$ cat src/rtl/cs_qualifier.sv
module cs_qualifier (
  input  logic clk,
  input  logic rst_n,
  input  logic cs_n_raw,
  input  logic op_active,
  input  logic conv_done,
  output logic sel_q,
  output logic start_pulse,
  output logic abort_pulse,
  output logic data_valid
);

  logic samp_a, samp_b, qual_n;
  logic agree, act_edge, kill;

  assign agree    = (samp_a == samp_b);
  assign act_edge = agree & qual_n & ~samp_b;
  assign kill     = act_edge & op_active;
  assign sel_q    = ~qual_n;

  always_ff @(posedge clk or negedge rst_n) begin
    if (!rst_n) begin
      samp_a <= 1'b1;
      samp_b <= 1'b1;
      qual_n <= 1'b1;
    end else begin
      samp_a <= cs_n_raw;
      samp_b <= samp_a;
      if (agree) qual_n <= samp_b;
    end
  end

  always_ff @(posedge clk or negedge rst_n) begin
    if (!rst_n) begin
      start_pulse <= 1'b0;
      abort_pulse <= 1'b0;
      data_valid  <= 1'b0;
    end else begin
      start_pulse <= act_edge;
      abort_pulse <= kill;
      if (kill)           data_valid <= 1'b0;
      else if (conv_done) data_valid <= 1'b1;
    end
  end

endmodule

$ cat config.mk
export PLATFORM = sky130hd
export DESIGN_NAME = cs_qualifier
export DESIGN_NICKNAME = d
export VERILOG_FILES = /design/src/rtl/cs_qualifier.sv
export SDC_FILE = /design/constraint.sdc
export NUM_CORES = 1
export LEC_CHECK = 0
export BUFFER_PORTS_ARGS = -buffer_cell sky130_fd_sc_hd__buf_4
export CORE_AREA = 3 3 40 42
export CTS_CLUSTER_SIZE = 30
export DETAILED_ROUTE_END_ITERATION = 10
export DIE_AREA = 0 0 43 45
export MAX_ROUTING_LAYER = met4
export SLEW_MARGIN = 20
export SYNTH_ARGS = -nofsm -noshare
export SYNTH_HDL_FRONTEND = slang
export SYNTH_SLANG_ARGS = --single-unit
export TNS_END_PERCENT = 10
$ cat constraint.sdc
create_clock -name clk -period 1.8 [get_ports clk]
set_input_delay 0.27 -clock clk [delete_from_list [all_inputs] [get_ports clk]]
set_output_delay 0.27 -clock clk [all_outputs]
set_load 0.005 [all_outputs]
=== After elaboration in Yosys (flattened, before gate mapping) ===
Index checks and enable logic that the tools add are counted.

* Logic and storage cells: 15
* Output and inout bits: 4
* RAM bits: 0
* Memories: 0
* Bits of input ports: 5
* Bits in latches: 0
* Bits in registers: 6
* Memory bits (read-only): 0

* $mul: 0
* Divide/modulo/power cells: 0
* Multiplexer cells: 2
* Bitwise operators: 5
* Equal/unequal tests: 1
* $lt $le $gt $ge: 0
* Shifts and indexed selects: 0
* $add $sub $neg: 0
* Reductions and logical operators: 1

{| class="wikitable"
|+ Operator list
! cell !! count
|-
| $and A1 B1 Y1 || 3
|-
| $mux W1 || 2
|-
| $not A1 Y1 || 2
|-
| $reduce_bool A2 Y1 || 1
|-
| $eq A1 B1 Y1 || 1
|}

=== Logic depth before layout (Yosys ltp) ===
* Depth after elaboration: 5
* Mapped depth: 2
* Depth with buffers taken out: 2

=== Worst setup path before layout ===
Ideal clock, no wire load.

* Kind: register to register
* Start: register samp_a
* End: register data_valid
* Clock period less this slack: 0.890 ns
* Library setup time: 0.071 ns
* Setup slack: 0.910 ns
* Path buffers: 0
* Required time: 1.729 ns
* Stages on the path, launching flop included: 3
* Arrival: 0.819 ns
* Cells stage by stage: dfstp_2 -> and4bb_1 -> nor2_1

* Word-level cells in the longest chain between the ends: 5
* Elaborated cells on any way between the ends: 6
* Those cells by class: 1 x eq/ne; 1 x mux; 3 x bitwise; 1 x reduce/logical

{| class="wikitable"
|+ Ends and longest elaborated chain
! what !! RTL line !! text
|-
| from (decl) || 13 || <nowiki>logic samp_a, samp_b, qual_n;</nowiki>
|-
| from (signal assigned) || 27 || <nowiki>samp_a <= cs_n_raw;</nowiki>
|-
| $eq A1 B1 Y1 (*) || 16 || <nowiki>assign agree = (samp_a == samp_b);</nowiki>
|-
| $and A1 B1 Y1 (*) (2 in series) || 17 || <nowiki>assign act_edge = agree & qual_n & ~samp_b;</nowiki>
|-
| $and A1 B1 Y1 (*) || 18 || <nowiki>assign kill = act_edge & op_active;</nowiki>
|-
| net kill || 14 || <nowiki>logic agree, act_edge, kill;</nowiki>
|-
| $mux W1 / $reduce_bool A2 Y1 (equally long branches) || n/a ||
|-
| to (signal assigned) || 37 || <nowiki>data_valid <= 1'b0;</nowiki>
|-
| to (signal assigned) || 41 || <nowiki>if (kill) data_valid <= 1'b0;</nowiki>
|-
| to (signal assigned) || 42 || <nowiki>else if (conv_done) data_valid <= 1'b1;</nowiki>
|-
| to (decl) || 10 || <nowiki>output logic data_valid</nowiki>
|}

The timed path passes the listed nets; every way through them passes the cells marked *.
A chain may end at the register's enable or synchronous reset.

=== Final worst setup path ===
* Start: register qual_n
* End: output sel_q

* Word-level cells in the longest chain between the ends: 1

{| class="wikitable"
|+ Ends and longest elaborated chain
! what !! RTL line !! text
|-
| from (decl) || 13 ||
|-
| from (signal assigned) || 29 || <nowiki>if (agree) qual_n <= samp_b;</nowiki>
|-
| $not A1 Y1 || 19 || <nowiki>assign sel_q = ~qual_n;</nowiki>
|-
| to (decl) || 7 || <nowiki>output logic sel_q,</nowiki>
|}

No other way between the ends.

==> results by group <==
Run status
  – Outcome: finished, final reports clean

Critical path
  – Slowest CP cell: dfstp_2
  – CP Cell Sequence: inv_1, buf_4
  – Crit path kind: reg2out
  – Critical Path RT: 1.53 ns
  – CP Capture Type: output port
  – CP peak stage delay: approximately 0.54 ns
  – Crit start category: register
  – Critical-path maximum fanout: 3
  – WP data arrival: 0.97 ns

Clock network
  – Clock Latency Late Sink: 0.24 ns
  – Hold buffers post-CTS: 1
  – CTS Sinks: 6
  – # H-tree levels: 1
  – CTS tree: done
  – # resized after CTS: 0
  – Clk slew on worst S/H paths: 0.05 ns
  – Number of buffers created by CTS: 3
  – Number of setup buffers added after CTS: 0
  – Maximum buffer depth of the clock tree: 2
  – CTS Root Cell: clkbuf_4

Logic synthesis
  – Synthesized flop and latch total: 6
  – Post-synthesis cell area: between 150 and 200 µm²
  – Syn avg cell area: 16.1 µm²
  – Yosys warns: 0
  – Syn Nets: 17
  – Seq/Total Area, Yosys: 0.799
  – Post-Syn Instances: 12
  – Synth cell types: 7

Global routing
  – Vias in the first global route: 167
  – Largest net degree at the start of global routing: 7
  – Total Routing Usage GR: 0.0606
  – First-pass GRT wire length: 724 µm
  – Initial antenna violation count: 0
  – Grt total ovfl: 0

Die
  – Die height: 45 µm
  – Io pins: 9
  – Die W: 43 µm
  – Starting Density: 0.150
  – Core Region: 1280 µm²
  – Rows: 13
  – Die area: about 1900 µm²

Routing
  – DR WL/cell: 9.88 µm
  – Drt first pass iters: 2
  – Initial drt markers: 1
  – Total Routed Length: 395 µm
  – Via count: ~140
  – Via/cell ratio: 3.48
  – Final ANT Viol Nets: 0
  – DRC viols: 0

Finish
  – Fraction of layout cells with a size suffix above 1: 0.560
  – Area delta synth->final: 59.7%
  – Fillers: 145
  – Util after Layout: 0.240
  – Antenna Cells: 0
  – Final Net Count: 31

STA
  – RSZ-0062 raised after global routing: no
  – Hold Vio Cnt, Final: 0
  – Setup TNS: 0 ns
  – Period Utilization, post-route: 0.686
  – Actual slew at the worst max-slew pin: 0.147 ns
  – Clock Skew: 0.00478 ns
  – Period minus WS final: 1.24 ns
  – Fmax: 810 MHz
  – Max-slew violations: 0
  – # setup viols final: 0
  – Rel. slew slack: 0.902

Pwr
  – Sw Ratio: 0.204
  – Clock Power Share: 0.424
  – Pwr Density: 1010 nW/µm²
  – Sequential Power Share: 0.489
  – Internal power: about 250 µW
  – P_sw: 63.3 µW
  – Comb power frac: 0.087
  – Worst ir drop on vdd: 0.000272 V
  – Cell leakage power: roughly 0.00014 µW

Flow run
  – Max capacitance violation total: 0

Placed design
  – RePlAce Congestion: ~0.7
  – Input/output buffers: 8

Min path
  – HP Class: in2reg
==> power groups by stage <==
| stage | sequential (µW) | combinational, µW | clock [µW] |
|---|---|---|---|
| after floorplan | 153 | 6.20 | 0 |
| after global placement | 153 | 24.5 | 0 |
| after detailed placement | 154 | 26.0 | 0 |
| after CTS | 152 | 28.1 | 136 |
| after global routing | 153 | 30.2 | 150 |
| final | 152 | 27.1 | 132 |
==> cells in the final DEF, fill, tap and decap left out, drive strengths merged <==
| master | instances |
|---|---|
| maj3 | 1 |
| dlygate4sd3 | 1 |
| clkbuf | 4 |
| nor2 | 2 |
| buf | 8 |
| and4bb | 1 |
| dfstp | 3 |
| nor3 | 1 |
| inv | 1 |
| dfrtp | 3 |
==> final timing paths <==
kind / slack [ns] / depth (start not counted) / from / to
min in group asynchronous: 0.37 / 2 / rst_n / start_pulse
max reg2reg: 0.84 / 2 / samp_a / data_valid
max in group asynchronous: 1.23 / 2 / rst_n / qual_n
min: 0.13 / 1 / cs_n_raw / samp_a
min reg2reg: 0.39 / 0 / samp_a / samp_b
max: 0.56 / 2 / qual_n / sel_q
==> cell usage after synthesis <==
cell type,instances,share of area
dfrtp_1,3,0.39
dfstp_2,3,0.41
nor2_1,2,0.039
and4bb_1,1,0.065
inv_1,1,0.019
maj3_1,1,0.052
nor3_1,1,0.026
==> cell type report <==
class	instances	area, µm²	share of cell area
Clock buffer	4	26.3	0.0854
Sequential cell	6	154	0.500
Timing Repair Buffer	9	70.1	0.228
Tap cell	15	18.8	0.0610
Multi-Input combinational cell	5	35.0	0.114
Inverter	1	3.75	0.0122
==> stage by stage <==
step	total power, µW	setup WS, ns	hold slack (ns)	cells	instance area (µm²)
after floorplan	159	0.910	-0.0256	12	193
after global placement	177	0.845	0.0743	35	272
after detailed placement	180	0.812	0.0795	35	272
after CTS	316	0.550	0.128	40	308
after global routing	334	0.516	0.112	40	308
final	311	0.565	0.133	40	308
==> worst max-delay path, delay by kind of cell (launching register included) <==
kind,cells,cell delay (ns)
buffers and inverters,2,0.19
flip-flops,1,0.54
==> sequential cells by signal (all words and copies together) (netlist names) <==
signal / cells
data_valid: 1
start_pulse: 1
samp_a: 1
qual_n: 1
abort_pulse: 1
samp_b: 1
==> cell families (layout without fill, tap and decap cells) <==
group,count (synthesis),after routing,synth area share
flops,6,6,0.799
simple gates,4,4,0.130
buf+inv,1,14,0.0195
fa+ha+maj,1,1,0.0520
==> routing by layer <==
metal | vias up | GRT usage | share of wire
li1 | 65 | - | -
met5 | - | - | 0
met2 | 9 | 0.0808 | 0.45
met1 | 65 | 0.0545 | 0.41
met3 | 0 | 0.0359 | 0.14
met4 | 0 | 0.0723 | 0
Note: power is estimated with default switching activity, not from simulation.
